--- config.mk ---
export PLATFORM = sky130hd
export DESIGN_NAME = pic_cmd_if
export DESIGN_NICKNAME = d
export VERILOG_FILES = /design/src/rtl/piccmd_pkg.sv /design/src/rtl/icw_seq.sv /design/src/rtl/ocw_dec.sv /design/src/rtl/rd_mux.sv /design/src/rtl/pic_cmd_if.sv
export SDC_FILE = /design/constraint.sdc
export NUM_CORES = 1
export LEC_CHECK = 0
export ABC_AREA = 0
export BUFFER_PORTS_ARGS = -buffer_cell sky130_fd_sc_hd__buf_2
export CELL_PAD_IN_SITES_DETAIL_PLACEMENT = 0
export CELL_PAD_IN_SITES_GLOBAL_PLACEMENT = 1
export CORE_ASPECT_RATIO = 1.75
export CORE_MARGIN = 2
export CORE_UTILIZATION = 36
export DETAILED_ROUTE_END_ITERATION = 10
export PLACE_DENSITY_LB_ADDON = 0.3
export SETUP_SLACK_MARGIN = 0.1
export SLEW_MARGIN = 10
export SYNTH_ARGS = -nofsm -noshare
export SYNTH_HDL_FRONTEND = slang
export SYNTH_HIERARCHICAL = 1
export SYNTH_SLANG_ARGS = --single-unit
--- constraint.sdc ---
create_clock -name clk -period 2.1 [get_ports clk]
set_input_delay 0.315 -clock clk [delete_from_list [all_inputs] [get_ports clk]]
set_output_delay 0.315 -clock clk [all_outputs]
set_load 0.03 [all_outputs]
--- src/rtl/piccmd_pkg.sv ---
package piccmd_pkg;

    localparam int DW     = 8;
    localparam int VW     = 5;
    localparam int CMDW   = 3;
    localparam int VLSB   = DW - VW;

    typedef enum logic [1:0] {
        SEQ_IDLE,
        SEQ_VEC,
        SEQ_CASC,
        SEQ_MODE
    } seq_t;

    typedef enum logic [1:0] {
        K_INIT,
        K_EOI,
        K_RSEL,
        K_DATA
    } kind_t;

    typedef struct packed {
        logic [VW-1:0] vbase;
        logic [DW-1:0] casc;
        logic          single;
        logic          level;
        logic          vmode;
        logic          aeoi;
        logic          bufm;
        logic          sfnm;
    } cfg_t;

    function automatic kind_t classify(input logic a, input logic [DW-1:0] d);
        if (a)    return K_DATA;
        if (d[4]) return K_INIT;
        if (d[3]) return K_RSEL;
        return K_EOI;
    endfunction

    function automatic seq_t after_vec(input logic single, input logic need_mode);
        if (!single)   return SEQ_CASC;
        if (need_mode) return SEQ_MODE;
        return SEQ_IDLE;
    endfunction

endpackage

--- src/rtl/icw_seq.sv ---
module icw_seq
    import piccmd_pkg::*;
(
    input  logic          clk,
    input  logic          rst,
    input  logic          wr_en,
    input  kind_t         kind,
    input  logic [DW-1:0] wdata,
    output cfg_t          cfg,
    output logic          busy,
    output logic          clr_pulse
);
    seq_t st;
    logic need_mode;

    always_ff @(posedge clk) begin
        if (rst) begin
            st        <= SEQ_IDLE;
            cfg       <= '0;
            need_mode <= 1'b0;
            clr_pulse <= 1'b0;
        end else begin
            clr_pulse <= 1'b0;
            if (wr_en && kind == K_INIT) begin
                cfg.casc   <= '0;
                cfg.vmode  <= 1'b0;
                cfg.aeoi   <= 1'b0;
                cfg.bufm   <= 1'b0;
                cfg.sfnm   <= 1'b0;
                cfg.single <= wdata[1];
                cfg.level  <= wdata[3];
                need_mode  <= wdata[0];
                clr_pulse  <= 1'b1;
                st         <= SEQ_VEC;
            end else if (wr_en && kind == K_DATA) begin
                case (st)
                    SEQ_VEC: begin
                        cfg.vbase <= wdata[DW-1:VLSB];
                        st        <= after_vec(cfg.single, need_mode);
                    end
                    SEQ_CASC: begin
                        cfg.casc <= wdata;
                        st       <= need_mode ? SEQ_MODE : SEQ_IDLE;
                    end
                    SEQ_MODE: begin
                        cfg.vmode <= wdata[0];
                        cfg.aeoi  <= wdata[1];
                        cfg.bufm  <= wdata[3];
                        cfg.sfnm  <= wdata[4];
                        st        <= SEQ_IDLE;
                    end
                    default: ;
                endcase
            end
        end
    end

    assign busy = (st != SEQ_IDLE);

endmodule

--- src/rtl/ocw_dec.sv ---
module ocw_dec
    import piccmd_pkg::*;
(
    input  logic            clk,
    input  logic            rst,
    input  logic            wr_en,
    input  kind_t           kind,
    input  logic [DW-1:0]   wdata,
    input  logic            busy,
    output logic [DW-1:0]   mask,
    output logic            sel_isr,
    output logic            eoi_p,
    output logic [CMDW-1:0] eoi_bits,
    output logic            poll_p
);
    always_ff @(posedge clk) begin
        if (rst) begin
            mask     <= '0;
            sel_isr  <= 1'b0;
            eoi_p    <= 1'b0;
            eoi_bits <= '0;
            poll_p   <= 1'b0;
        end else begin
            eoi_p  <= 1'b0;
            poll_p <= 1'b0;
            if (wr_en) begin
                case (kind)
                    K_INIT: begin
                        mask    <= '0;
                        sel_isr <= 1'b0;
                    end
                    K_DATA: if (!busy) mask <= wdata;
                    K_RSEL: if (!busy) begin
                        if (wdata[1]) sel_isr <= wdata[0];
                        poll_p <= wdata[2];
                    end
                    K_EOI: if (!busy) begin
                        eoi_p    <= 1'b1;
                        eoi_bits <= wdata[DW-1:DW-CMDW];
                    end
                    default: ;
                endcase
            end
        end
    end

endmodule

--- src/rtl/rd_mux.sv ---
module rd_mux
    import piccmd_pkg::*;
(
    input  logic          rd_en,
    input  logic          addr,
    input  logic          sel_isr,
    input  logic [DW-1:0] mask,
    input  logic [DW-1:0] irr,
    input  logic [DW-1:0] isr,
    output logic [DW-1:0] dout
);
    always_comb begin
        dout = '0;
        if (rd_en) begin
            if (addr)         dout = mask;
            else if (sel_isr) dout = isr;
            else              dout = irr;
        end
    end

endmodule

--- src/rtl/pic_cmd_if.sv ---
module pic_cmd_if
    import piccmd_pkg::*;
(
    input  logic            clk,
    input  logic            rst,
    input  logic            addr,
    input  logic            wr_en,
    input  logic            rd_en,
    input  logic [DW-1:0]   wdata,
    output logic [DW-1:0]   rdata,
    input  logic [DW-1:0]   irr_in,
    input  logic [DW-1:0]   isr_in,
    output logic [DW-1:0]   imr,
    output logic [VW-1:0]   vec_base,
    output logic [DW-1:0]   casc_cfg,
    output logic            single_mode,
    output logic            level_trig,
    output logic            vec_mode,
    output logic            auto_eoi,
    output logic            buffered,
    output logic            special_nest,
    output logic            eoi_pulse,
    output logic [CMDW-1:0] eoi_cmd,
    output logic            poll_pulse,
    output logic            isr_clr,
    output logic            init_busy
);
    kind_t kind;
    cfg_t  cfg;
    logic  sel_isr;

    assign kind = classify(addr, wdata);

    icw_seq u_seq (
        .clk       (clk),
        .rst       (rst),
        .wr_en     (wr_en),
        .kind      (kind),
        .wdata     (wdata),
        .cfg       (cfg),
        .busy      (init_busy),
        .clr_pulse (isr_clr)
    );

    ocw_dec u_ocw (
        .clk      (clk),
        .rst      (rst),
        .wr_en    (wr_en),
        .kind     (kind),
        .wdata    (wdata),
        .busy     (init_busy),
        .mask     (imr),
        .sel_isr  (sel_isr),
        .eoi_p    (eoi_pulse),
        .eoi_bits (eoi_cmd),
        .poll_p   (poll_pulse)
    );

    rd_mux u_rd (
        .rd_en   (rd_en),
        .addr    (addr),
        .sel_isr (sel_isr),
        .mask    (imr),
        .irr     (irr_in),
        .isr     (isr_in),
        .dout    (rdata)
    );

    assign vec_base     = cfg.vbase;
    assign casc_cfg     = cfg.casc;
    assign single_mode  = cfg.single;
    assign level_trig   = cfg.level;
    assign vec_mode     = cfg.vmode;
    assign auto_eoi     = cfg.aeoi;
    assign buffered     = cfg.bufm;
    assign special_nest = cfg.sfnm;

endmodule

== Word-level counts from Yosys, hierarchy flattened ==
Cells that the tools add are included.
Word-level totals
  word-level logic and storage cells: 92
  input port bits: 29
  bits in registers: 37
  output and inout bits: 42
Cells by class
  reduce and logical (&&, ||, !) cells: 20
  eq/ne operators: 9
  bitwise gates (word level): 5
  mux-type cells: 41
Operators with widths (number)
  $mux 8: 4
  $mux 1: 23
  $mux 2: 11
  $pmux 8 s2: 1
  $reduce_and 3->1: 3
  $eq 2x2->1 const B: 4
  $reduce_and 2->1: 4
  $reduce_bool 2->1: 4
  $ne 2x2->1 const B: 3
  $pmux 2 s3: 1
  $not 1->1: 5
  $eq 2x1->1 const B: 2
  $reduce_and 4->1: 1
  $reduce_bool 4->1: 1
  $reduce_or 4->1: 1
  $reduce_bool 3->1: 1
  $reduce_or 3->1: 1
  $logic_and 1x1->1: 2
  $logic_not 2->1: 1
  $pmux 1 s2: 1
  $reduce_or 2->1: 1

== Depth between registers and ports, before layout ==
Gate-level depths: netlist of run 1.
  word-level depth: 22
  mapped depth: 7
  gate-level depth less buffers: 5

== By module ==
The synthesis of run 1 kept the hierarchy.
Modules (own cells, without submodules)
  icw_seq: cells each 106, seq. area each 460.4 um^2, times used 1, area each 1014.7 um^2
  ocw_dec: cells each 43, seq. area each 280.3 um^2, times used 1, area each 530.5 um^2
  rd_mux: cells each 27, seq. area each 0.0 um^2, times used 1, area each 280.3 um^2
  pic_cmd_if: cells each 3, seq. area each 0.0 um^2, times used 1, area each 18.8 um^2

== Worst setup path before layout of run 1 ==
Ideal clock, no wire load.
  path type: input-to-reg
  start: input port wdata[4]
  end: register, netlist name u_seq/cfg[14]
  setup slack: 399 ps
  buffers on the path: 0
  stages: 4
  required time: 2028 ps
  data arrival time: 1630 ps
  setup time: 72 ps
  cell sequence: o21bai_1 -> nand4_1 -> nor2_4 -> mux2i_1
Between the ends
  longest elaborated chain between the ends: 9
  elaborated cells between the ends (all ways): 13
  classes of those cells: eq/ne: 1; mux: 7; bitwise: 1; reduce/logical: 4
Ends and longest elaborated chain
  from (decl): line pic_cmd_if.sv:9  | input logic [DW-1:0] wdata,
  $mux 2: line piccmd_pkg.sv:35  | if (d[4]) return K_INIT;
  $mux 2: line piccmd_pkg.sv:36  | if (d[3]) return K_RSEL;
  $mux 2: line piccmd_pkg.sv:37  | return K_EOI;
  $mux 2 *: line piccmd_pkg.sv:36
  $mux 2 *: line piccmd_pkg.sv:35
  $logic_not 2->1: line icw_seq.sv:24  | if (wr_en && kind == K_INIT) begin
  $logic_and 1x1->1: line icw_seq.sv:24
  $not 1->1 (no source line)
  $reduce_and 3->1 (no source line) *
Every way passes the cells marked *; elsewhere a longest branch is shown, timed or not. The select of a mux whose other input is x is not followed.
A chain may end at the register's enable or synchronous reset.

== Final worst setup path of run 1 ==
  start: register u_ocw.sel_isr
  end: output port rdata[0]
Between the ends
  longest elaborated chain between the ends: 3
Ends and longest elaborated chain
  from (decl): line ocw_dec.sv:11  | output logic sel_isr,
  from (signal assigned): line ocw_dec.sv:34  | if (wdata[1]) sel_isr <= wdata[0];
  $mux 8: line rd_mux.sv:16  | else if (sel_isr) dout = isr;
  $mux 8: line rd_mux.sv:15  | if (addr) dout = mask;
  $mux 8: line rd_mux.sv:14  | if (rd_en) begin
  to (decl): line pic_cmd_if.sv:10  | output logic [DW-1:0] rdata,
No other way between the ends.

==> flow_summary_export.csv, run 1 <==
group,metric,value,unit
sta,max_transition_margin,60.8,%
drt,via_per_inst,5.32,
drt,top_signal_layer_used,"met4",
pwr,cellPowerDensity,636,nW/um2
synth,yosys_warnings,6,
synth,netlist.area_leader.share,40.2,%
cts,postCtsSetupBuffers,0,
cts,cts_inserted_buffers,5,
cts,worst_skew_pair.late_latency,0.28,ns
drt,routed-via-count,1618,
critical_path,cp_slowest_cell,"sky130_fd_sc_hd__dfxtp_2",
floorplan,placeableCoreArea,4930,um2
critical_path,r2r_setup_slack,0.55,ns
outcome,status,"complete, no violations",
critical_path,critical_path.max_stage_delay,0.51,ns
drt,drt_drc_violations_left,0,
run,number_of_maximum_capacitance_violations,0,
cells_and_area,nets,279,
sta,tns,0,ns
synth,synth_top_area_cell,"sky130_fd_sc_hd__dfxtp_1",
placement,dpl-instance-area,2210,um2
synth,number_of_distinct_library_cells_after_synthesis,38,
cells_and_area,postLayoutCellArea,2300,um2
drt,postRouteAntennaNets,0,
drt,avgRoutedWirePerCell,15.5,um
critical_path,critical_path.endpoint_type,"output pin",
grt,globalRouteOverflowTotal,0,
critical_path,cp_data_required_time,1.78,ns
drt,routed_wl_met2,2.50,mm
grt,number_of_global_route_vias_before_repair,1536,
drt,detail_route.wirelength,4.72,mm
synth,netlist_instances,179,
synth,synth_top_cells_by_area,"sky130_fd_sc_hd__dfxtp_1 40%, sky130_fd_sc_hd__mux2i_1 6.5%, sky130_fd_sc_hd__mux2_4 6.5%",
placement,gp_congestion,0.813,
sta,timing.final.setup_violations,0,
floorplan,die_area,5730,um2
synth,synth-seq-cells,37,
synth,post_synth_instance_area,1840,um2
cts,cts.root.buffer_cell,"sky130_fd_sc_hd__clkbuf_8",
grt,wire_length_of_the_first_global_routing_pass,7.41,mm
floorplan,start_util,37.4,%
synth,synthesis.nets,208,
sta,maxClockFrequency,0.553,GHz
drt,drt_pass1_iterations,4,
grt,grt_antenna_before_repair,0,
sta,setup_repair_after_global_routing_missed_its_margin,"false",
critical_path,cp_startpoint_kind,"flip-flop",
drt,met3_wirelength,291,um
sta,timing.final.crit_share,86.1,%
grt,gr-usage-all-layers,16.6,%
critical_path,critical_path.top_delay_family,"flip-flops",
cts,cts.reportedPaths.clkPinSlew,0.07,ns
critical_path,crit_path_cell_trace,"mux2_4, o211a_1, buf_2",
sta,hold_slack,0.276,ns
floorplan,die_width,58.1,um
critical_path,critical_setup_path_kind,"flip-flop to output pin",
cts,tritoncts_clock_tree,"yes",
cells_and_area,postLayoutCoreUtil,46.6,%
sta,least_margin_pin_slew,0.586,ns
sta,final_max_slew_viol_count,0,
floorplan,chipHeight,98.7,um
floorplan,num_ports,71,
drt,detail_route.iter0.violations,57,
sta,clock_skew,0.00149,ns
sta,hold_viol,0,
placement,port_buffers,70,
sta,finalWorstPathRequiredPeriod,1.81,ns
grt,grt_start_max_net_pins,26,
synth,synth.avg_cell_area,10.3,um2
cells_and_area,areaGrowthSynthToFinish,24.6,%
cells_and_area,layout.filler_cells,495,
placement,post-dp-hpwl,3.61,mm
drt,wl_met1,1.88,mm
cells_and_area,diodes,0,
pwr,worst_ir_drop_vdd,0.512,mV
cells_and_area,post_route_cells_drive_above_1_share,40.0,%
hold_path,worst_hold_path_type,"primary input to flip-flop",
pwr,total_leakage_power,1.08,nW
critical_path,worst-endpoint-arrival,1.49,ns
critical_path,critPathMaxFanout,9,
cts,cts.htree.levels,2,
cts,clock_sinks,37,
synth,seq_area_frac_synth,40.2,%
floorplan,fp-row-count,34,
cts,cts_buffer_depth,2,
critical_path,path_buf_inv,1,
where the power goes:
group          internal [mW]  leakage [nW]  switching, mW  total, mW
clock network          0.260        0.0443          0.230      0.490
registers              0.716         0.300         0.0113      0.728
logic                 0.0998         0.735          0.144      0.244
area by class of cell:
class	count	area, um2	share of cell area (%)
multi-input combinational	129	1010	43.8
sequential	37	742	32.3
timing repair buffer	75	388	16.9
clock buffer	7	86.3	3.76
tap	54	67.6	2.94
inverter	2	7.51	0.327
through the flow:
stage                     total power [mW]  setup WS (ns)  instances
after detailed placement             0.987          0.273        297
after CTS                             1.48          0.272        304
after global routing                  1.52          0.228        304
after global placement               0.988          0.313        297
final                                 1.46          0.292        304
after floorplan                      0.910          0.399        179
state kept, by name, summed over array words and instances (netlist names):
| name | cells |
|---|---|
| u_ocw/poll_p | 1 |
| u_seq/clr_pulse | 1 |
| u_ocw/eoi_p | 1 |
| u_seq/st | 2 |
| u_seq/cfg | 19 |
| u_ocw/mask | 8 |
| u_seq/need_mode | 1 |
| u_ocw/eoi_bits | 3 |
| u_ocw/sel_isr | 1 |
cells in the final DEF, fill, tap and decap left out, drive strengths merged:
master,instances
nor2b,4
nand4,5
dfxtp,37
buf,75
nor2,7
a22o,8
a311oi,2
o21ai,12
a31oi,2
inv,2
and3,1
a41oi,1
nor3b,3
nand2b,16
or2b,8
and4b,1
and4bb,1
a21o,1
a21oi,13
or2,2
mux2,8
o21bai,1
nand3b,2
clkbuf,7
o211a,8
nand3,10
mux2i,12
nand2,1
kinds of logic (layout without fill, tap and decap cells):
family | Yosys count | count (layout) | share of synthesized area [%]
AND/OR/NAND/NOR | 61 | 61 | 22.0
flip-flops | 37 | 37 | 40.2
buffers and inverters | 13 | 84 | 5.29
multiplexers | 20 | 20 | 13.0
AO/OA/AOI/OAI | 48 | 48 | 19.5
synthesized netlist by cell type, drive strengths merged:
| cell | instances |
|---|---|
| dfxtp | 37 |
| nand2b | 16 |
| a21oi | 13 |
| mux2i | 12 |
| o21ai | 12 |
| nand3 | 10 |
| buf | 9 |
| a22o | 8 |
| mux2 | 8 |
| o211a | 8 |
| or2b | 8 |
| nor2 | 7 |
| nand4 | 5 |
| nor2b | 4 |
| nor3b | 3 |
| a311oi | 2 |
| a31oi | 2 |
| clkbuf | 2 |
| inv | 2 |
| nand3b | 2 |
| or2 | 2 |
| a21o | 1 |
| a41oi | 1 |
| and3 | 1 |
| and4b | 1 |
| and4bb | 1 |
| nand2 | 1 |
| o21bai | 1 |
path summary, 6_finish.rpt:
path / from / end / cells past startpoint
worst max-delay path: u_ocw/sel_isr$_SDFFE_PP0P_ / rdata[0] / 3
worst min-delay path: wdata[2] / u_ocw/mask[2]$_SDFFE_PP0P_ / 2
worst max register to register: u_seq/st[1]$_SDFFE_PP0P_ / u_ocw/mask[7]$_SDFFE_PP0P_ / 4
worst min register to register: u_seq/cfg[6]$_SDFFE_PP0P_ / u_seq/cfg[6]$_SDFFE_PP0P_ / 2
per-layer routing:
metal / vias to the layer above / GRT usage [%]
met3: 7 / 3.15
li1: 794 / -
met2: 65 / 30.6
met5: - / 0
met1: 752 / 18.7
met4: 0 / 5.19
timing repair:
action	CTS	global route
resized for setup	1	0
hold buffers	0	0
setup endpoints to repair	2	0
No activity file was read; power rests on OpenSTA's default activity.
==> run 2: changes to the inputs <==
--- a/config.mk
+++ b/config.mk
@@ -10,13 +10,11 @@
 export CELL_PAD_IN_SITES_DETAIL_PLACEMENT = 0
 export CELL_PAD_IN_SITES_GLOBAL_PLACEMENT = 1
 export CORE_ASPECT_RATIO = 1.75
-export CORE_MARGIN = 2
-export CORE_UTILIZATION = 36
+export CORE_MARGIN = 1.5
+export CORE_UTILIZATION = 33
 export DETAILED_ROUTE_END_ITERATION = 10
 export PLACE_DENSITY_LB_ADDON = 0.3
 export SETUP_SLACK_MARGIN = 0.1
-export SLEW_MARGIN = 10
 export SYNTH_ARGS = -nofsm -noshare
 export SYNTH_HDL_FRONTEND = slang
-export SYNTH_HIERARCHICAL = 1
 export SYNTH_SLANG_ARGS = --single-unit
==> run 2 against run 1 <==
Against the previous run: die area shrank 4.8%; clock power grew 34%; utilization shrank 1.8 points; sequential share of layout area grew 2.6 points; via count shrank 2.4%; synthesized cell count grew 8.9%; register-to-register slack gained 0.18 ns; area after synthesis shrank 10%; critical path depth grew 1; routed wire length shrank 6.1%; critical endpoint is now rdata[2]; largest cell class unchanged; largest power group unchanged.
==> flow_summary_export.csv, run 2 <==
group,metric,value,unit
sta,least_margin_pin_slew,0.512,ns
cells_and_area,commonest_cells_after_routing_fill_and_taps_aside,"70 x sky130_fd_sc_hd__buf_2, 42 x sky130_fd_sc_hd__nand2_1, 36 x sky130_fd_sc_hd__dfxtp_1",
sta,timing.final.setup_violations,0,
drt,via_per_inst,5.06,
synth,number_of_distinct_library_cells_after_synthesis,32,
sta,timing.final.crit_share,82.0,%
synth,yosys_most_used_dff,"sky130_fd_sc_hd__dfxtp_1",
grt,number_of_global_route_vias_before_repair,1537,
hold_path,worst_hold_path_type,"primary input to flip-flop",
critical_path,crit_path_cell_trace,"mux2i_1, o21ai_0, and2_1, buf_2",
grt,wire_length_of_the_first_global_routing_pass,7.48,mm
cts,cts.htree.levels,2,
synth,synth-seq-cells,37,
floorplan,chipHeight,96.6,um
sta,finalWorstPathRequiredPeriod,1.72,ns
cells_and_area,largest_register,"u_seq.cfg",
cells_and_area,areaGrowthSynthToFinish,28.6,%
critical_path,cp_data_required_time,1.78,ns
cts,cts_buffer_depth,2,
cts,cts.reportedPaths.clkPinSlew,0.08,ns
cts,clock_sinks,37,
floorplan,die_area,5460,um2
synth,synth_edf_count,0,
critical_path,path_buf_inv,1,
cts,cts_inserted_buffers,5,
pwr,power.sequential.fraction,46.0,%
grt,grt_antenna_before_repair,0,
synth,synth_most_common_cell,"sky130_fd_sc_hd__nand2_1",
sta,hold_slack,0.269,ns
critical_path,critical_path.max_stage_delay,0.49,ns
pwr,worst_ir_drop_vdd,0.536,mV
critical_path,cp_slowest_cell,"sky130_fd_sc_hd__dfxtp_2",
run,number_of_maximum_capacitance_violations,0,
floorplan,die_width,56.5,um
sta,max_transition_margin,65.8,%
pwr,p_comb_share,12.4,%
critical_path,critical_path.endpoint_type,"output pin",
synth,netlist.area_leader.share,44.8,%
floorplan,fp-row-count,33,
cells_and_area,diodes,0,
cells_and_area,reg_top3,"u_seq.cfg x19, u_ocw.mask x8, u_ocw.eoi_bits x3",
critical_path,critical_setup_path_kind,"flip-flop to output pin",
drt,drt_drc_violations_left,0,
critical_path,cp_startpoint_kind,"flip-flop",
synth,post_synth_instance_area,1650,um2
placement,post-dp-hpwl,3.16,mm
cells_and_area,post_route_cells_drive_above_1_share,31.9,%
sta,clock_skew,0.00768,ns
placement,port_buffers,70,
outcome,status,"complete, no violations",
pwr,total_leakage_power,0.965,nW
drt,avgRoutedWirePerCell,14.2,um
drt,postRouteAntennaNets,0,
cells_and_area,layout.cells.most_common,"sky130_fd_sc_hd__buf_2",
synth,seq_area_frac_synth,44.8,%
pwr,p_clk_share,41.5,%
sta,hold_viol,0,
pwr,power,1.59,mW
floorplan,start_util,34.8,%
pwr,p_switching,0.416,mW
floorplan,placeableCoreArea,4750,um2
drt,routed-via-count,1579,
drt,detail_route.iter0.violations,37,
synth,synth.avg_cell_area,8.48,um2
pwr,power.switching_fraction,26.2,%
cts,worst_skew_pair.late_latency,0.30,ns
placement,gp_congestion,0.755,
critical_path,critPathMaxFanout,9,
drt,drt_pass1_iterations,4,
synth,synth_top_area_cell,"sky130_fd_sc_hd__dfxtp_1",
synth,synth_top_cells_by_area,"sky130_fd_sc_hd__dfxtp_1 45%, sky130_fd_sc_hd__nand2_1 9.5%, sky130_fd_sc_hd__mux2i_1 8.5%",
synth,synth_async_sr_flop_share,0,%
critical_path,critical_path.top_delay_family,"flip-flops",
cts,cts.root.buffer_cell,"sky130_fd_sc_hd__clkbuf_8",
synth,netlist_top_cells_count,"42 x sky130_fd_sc_hd__nand2_1, 37 x sky130_fd_sc_hd__dfxtp_1, 20 x sky130_fd_sc_hd__a21oi_1",
sta,setup_repair_after_global_routing_missed_its_margin,"false",
synth,netlist_instances,195,
grt,grt_start_max_net_pins,29,
cells_and_area,nets,288,
cells_and_area,largest_register_ff_count,19,
floorplan,num_ports,71,
pwr,cellPowerDensity,746,nW/um2
pwr,p_int,1.17,mW
cts,tritoncts_clock_tree,"yes",
sta,tns,0,ns
sta,final_max_slew_viol_count,0,
critical_path,worst-endpoint-arrival,1.41,ns
cells_and_area,layout.filler_cells,535,
drt,detail_route.wirelength,4.43,mm
grt,globalRouteOverflowTotal,0,
synth,yosys_warnings,0,
sta,maxClockFrequency,0.581,GHz
cts,cts_hold_buf,0,
grt,gr-usage-all-layers,17.3,%
synth,synthesis.nets,224,
==> run 2: through the flow <==
step | setup slack, ns | area [um2] | instances | util [%]
after floorplan | 0.658 | 1650 | 195 | -
after global placement | 0.534 | 2000 | 304 | 42.2
after detailed placement | 0.519 | 2000 | 304 | 42.2
after CTS | 0.203 | 2120 | 312 | 44.7
after global routing | 0.247 | 2130 | 312 | 44.8
final | 0.379 | 2130 | 312 | 44.8
==> run 2: worst paths after layout <==
kind / startpoint / to / slack (ns) / cells past startpoint
min: wdata[2] / u_seq.cfg[8]$_SDFFE_PP0P_ / 0.27 / 3
max: u_ocw.sel_isr$_SDFFE_PP0P_ / rdata[2] / 0.38 / 4
min reg2reg: u_seq.cfg[9]$_SDFFE_PP0P_ / u_seq.cfg[9]$_SDFFE_PP0P_ / 0.46 / 2
max reg2reg: u_seq.st[1]$_SDFFE_PP0P_ / u_ocw.eoi_bits[0]$_SDFFE_PP0P_ / 0.73 / 3
==> run 2: tightest hold or removal path, cell delays in order <==
cell and delay (ns):
sky130_fd_sc_hd__buf_2 0.11, sky130_fd_sc_hd__nand2_1 0.05, sky130_fd_sc_hd__a21oi_1 0.05
==> run 2: layout make-up <==
| type | count | area (um2) | area share, % |
|---|---|---|---|
| multi-input combinational | 141 | 826 | 38.8 |
| clock buffer | 6 | 82.6 | 3.88 |
| inverter | 2 | 7.51 | 0.353 |
| sequential | 37 | 742 | 34.9 |
| tap | 52 | 65.1 | 3.06 |
| clock inverter | 2 | 37.5 | 1.77 |
| timing repair buffer | 72 | 365 | 17.2 |
==> run 2: cells by family after synthesis <==
family	synth area share, %
muxes	8.48
and+or+nand+nor	24.9
AOI/OAI and AO/OA	16.6
buffers and inverters	5.22
DFF	44.8
==> run 2: routing by layer <==
| layer | global-route usage (%) | up-vias | wire (um) |
|---|---|---|---|
| met3 | 4.28 | 9 | 258 |
| met5 | 0 | - | 0 |
| li1 | - | 808 | - |
| met4 | 7.69 | 0 | 97 |
| met1 | 20.5 | 713 | 1910 |
| met2 | 28.6 | 49 | 2170 |
==> run 2: power groups by stage <==
stage               clock network (mW)  registers [mW]  logic, mW
floorplan                            0           0.766      0.107
global placement                     0           0.745      0.199
detailed placement                   0           0.746      0.199
CTS                              0.668           0.730      0.199
global route                     0.702           0.733      0.217
finish                           0.659           0.730      0.197
==> run 2: timing repair <==
action,4_1_cts,5_1_grt
gates resized for setup,0,1
setup buffers,0,0
endpoints found under the setup margin,0,7
==> run 3: changes to the inputs <==
==> constraint.sdc (replaced) <==
create_clock -name clk -period 1.7 [get_ports clk]
set_input_delay 0.255 -clock clk [delete_from_list [all_inputs] [get_ports clk]]
set_output_delay 0.255 -clock clk [all_outputs]
set_load 0.03 [all_outputs]
==> run 3 against run 2 <==
Against the previous run: non-clock buffer count increased by 4; clock-buffer cell count decreased by 1; clock skew decreased by 0.0035 ns; critical path type unchanged; largest cell class unchanged.
==> flow_summary_export.csv, run 3 (synthesis results as in run 2) <==
group,metric,value,unit
sta,post-route-worst-setup-slack,0.111,ns
drt,top_signal_layer_used,"met4",
cts,cts.root.buffer_cell,"sky130_fd_sc_hd__clkbuf_8",
sta,final_max_slew_viol_count,0,
placement,gp_congestion,0.784,
pwr,worst_ir_drop_vdd,0.540,mV
drt,routed-via-count,1584,
sta,hold_viol,0,
floorplan,die_width,56.5,um
cells_and_area,largest_register_ff_count,19,
critical_path,critical_path.endpoint_type,"output pin",
hold_path,worst_hold_path_type,"primary input to flip-flop",
critical_path,worst-endpoint-arrival,1.33,ns
critical_path,critPathMaxFanout,8,
floorplan,placeableCoreArea,4750,um2
sta,maxClockFrequency,0.629,GHz
drt,via_per_inst,5.03,
sta,timing.final.setup_violations,0,
cells_and_area,final-instance-count-excl-fill,315,
cells_and_area,diodes,0,
pwr,p_int,1.41,mW
drt,wl_met1,1.83,mm
grt,grt_start_max_net_pins,29,
outcome,status,"complete, no violations",
sta,max_transition_margin,68.4,%
pwr,p_comb_share,13.9,%
run,number_of_maximum_capacitance_violations,0,
sta,timing.final.crit_share,93.5,%
cells_and_area,largest_register,"u_seq.cfg",
floorplan,num_ports,71,
pwr,p_switching,0.487,mW
drt,drt_drc_violations_left,0,
floorplan,fp-row-count,33,
cells_and_area,commonest_cells_after_routing_fill_and_taps_aside,"62 x sky130_fd_sc_hd__buf_2, 42 x sky130_fd_sc_hd__nand2_1, 34 x sky130_fd_sc_hd__dfxtp_1",
cells_and_area,layout.cells.most_common,"sky130_fd_sc_hd__buf_2",
cells_and_area,areaGrowthSynthToFinish,33.1,%
critical_path,path_buf_inv,2,
cts,clock_sinks,37,
pwr,total_leakage_power,0.993,nW
cts,cts.htree.levels,2,
placement,post-place-ws,0.217,ns
critical_path,critical_path.max_stage_delay,0.34,ns
drt,detail_route.iter0.violations,32,
sta,finalWorstPathRequiredPeriod,1.59,ns
drt,avgRoutedWirePerCell,14.0,um
pwr,cellPowerDensity,862,nW/um2
pwr,p_clk_share,38.5,%
cts,tritoncts_clock_tree,"yes",
cells_and_area,reg_top3,"u_seq.cfg x19, u_ocw.mask x8, u_ocw.eoi_bits x3",
critical_path,critical_path.top_delay_family,"flip-flops",
cells_and_area,nets,292,
floorplan,die_area,5460,um2
critical_path,cp_slowest_cell,"sky130_fd_sc_hd__dfxtp_2",
sta,tns,0,ns
cts,cts_buffer_depth,2,
critical_path,critical_setup_path_kind,"flip-flop to output pin",
sta,least_margin_pin_slew,0.470,ns
sta,clock_skew,0.00422,ns
cts,cts_hold_buf,0,
cells_and_area,postLayoutCellArea,2200,um2
drt,met3_wirelength,261,um
placement,numPlacedInstances,307,
critical_path,cp_data_required_time,1.44,ns
pwr,power.sequential.fraction,47.6,%
pwr,power,1.90,mW
grt,number_of_global_route_vias_before_repair,1494,
floorplan,start_util,34.8,%
placement,post-dp-hpwl,3.23,mm
cts,worst_skew_pair.late_latency,0.29,ns
sta,setup_repair_after_global_routing_missed_its_margin,"true",
cts,cts.reportedPaths.clkPinSlew,0.07,ns
pwr,power.switching_fraction,25.7,%
critical_path,cp_startpoint_kind,"flip-flop",
placement,dpl-instance-area,2030,um2
placement,port_buffers,70,
cts,cts_inserted_buffers,5,
drt,drt_pass1_iterations,4,
cells_and_area,post_route_cells_drive_above_1_share,33.5,%
floorplan,chipHeight,96.6,um
grt,gr-usage-all-layers,17.1,%
drt,postRouteAntennaNets,0,
grt,grt_antenna_before_repair,0,
sta,hold_slack,0.217,ns
cells_and_area,postLayoutCoreUtil,46.3,%
drt,detail_route.wirelength,4.41,mm
drt,routed_wl_met2,2.20,mm
grt,globalRouteOverflowTotal,0,
critical_path,crit_path_cell_trace,"buf_8, mux2i_1, o21ai_1, and2_1, buf_6",
grt,wire_length_of_the_first_global_routing_pass,7.36,mm
run 3: per-layer routing:
metal	global-route usage (%)	vias to the layer above
li1	-	819
met3	3.88	12
met4	8.24	0
met1	19.7	704
met2	29.0	49
met5	0	-
run 3: worst paths after layout:
kind                         startpoint                              to  slack [ns]  depth (start not counted)
max          u_ocw.sel_isr$_SDFFE_PP0P_                        rdata[5]        0.11                          5
max reg2reg    u_seq.st[1]$_SDFFE_PP0P_  u_ocw.eoi_bits[2]$_SDFFE_PP0P_        0.41                          3
min                            wdata[2]       u_seq.cfg[8]$_SDFFE_PP0P_        0.22                          3
min reg2reg   u_seq.cfg[8]$_SDFFE_PP0P_       u_seq.cfg[8]$_SDFFE_PP0P_        0.45                          2
run 3: power groups by stage:
| stage | Clock (mW) | Combinational, mW | Sequential, mW |
|---|---|---|---|
| 5_1_grt | 0.787 | 0.287 | 0.905 |
| 2_1_floorplan | 0 | 0.133 | 0.946 |
| 4_1_cts | 0.747 | 0.266 | 0.901 |
| 3_5_place_dp | 0 | 0.252 | 0.921 |
| 6_report | 0.731 | 0.263 | 0.902 |
| 3_3_place_gp | 0 | 0.250 | 0.920 |
run 3: timing repair:
item                                    CTS  global route
endpoints found under the setup margin    9             8
setup buffers                             0             1
hold endpoints to repair                  0             0
pin swaps                                 3             5
gates resized for setup                  21             1
run 3: worst register-to-register path: stages, from the launching register on:
cell and delay [ns]:
sky130_fd_sc_hd__dfxtp_2 0.39, sky130_fd_sc_hd__or4_4 0.58, sky130_fd_sc_hd__o21ai_1 0.14, sky130_fd_sc_hd__a21oi_1 0.07
run 3: area by class of cell:
type                    instances  area (um2)
flip-flops and latches         37         744
repair buffers                 76         453
inverters                       2        7.51
well taps                      52        65.1
clock inverters                 2        35.0
clock buffers                   5        68.8
fillers                       491        2550
multi-input cells             141         826
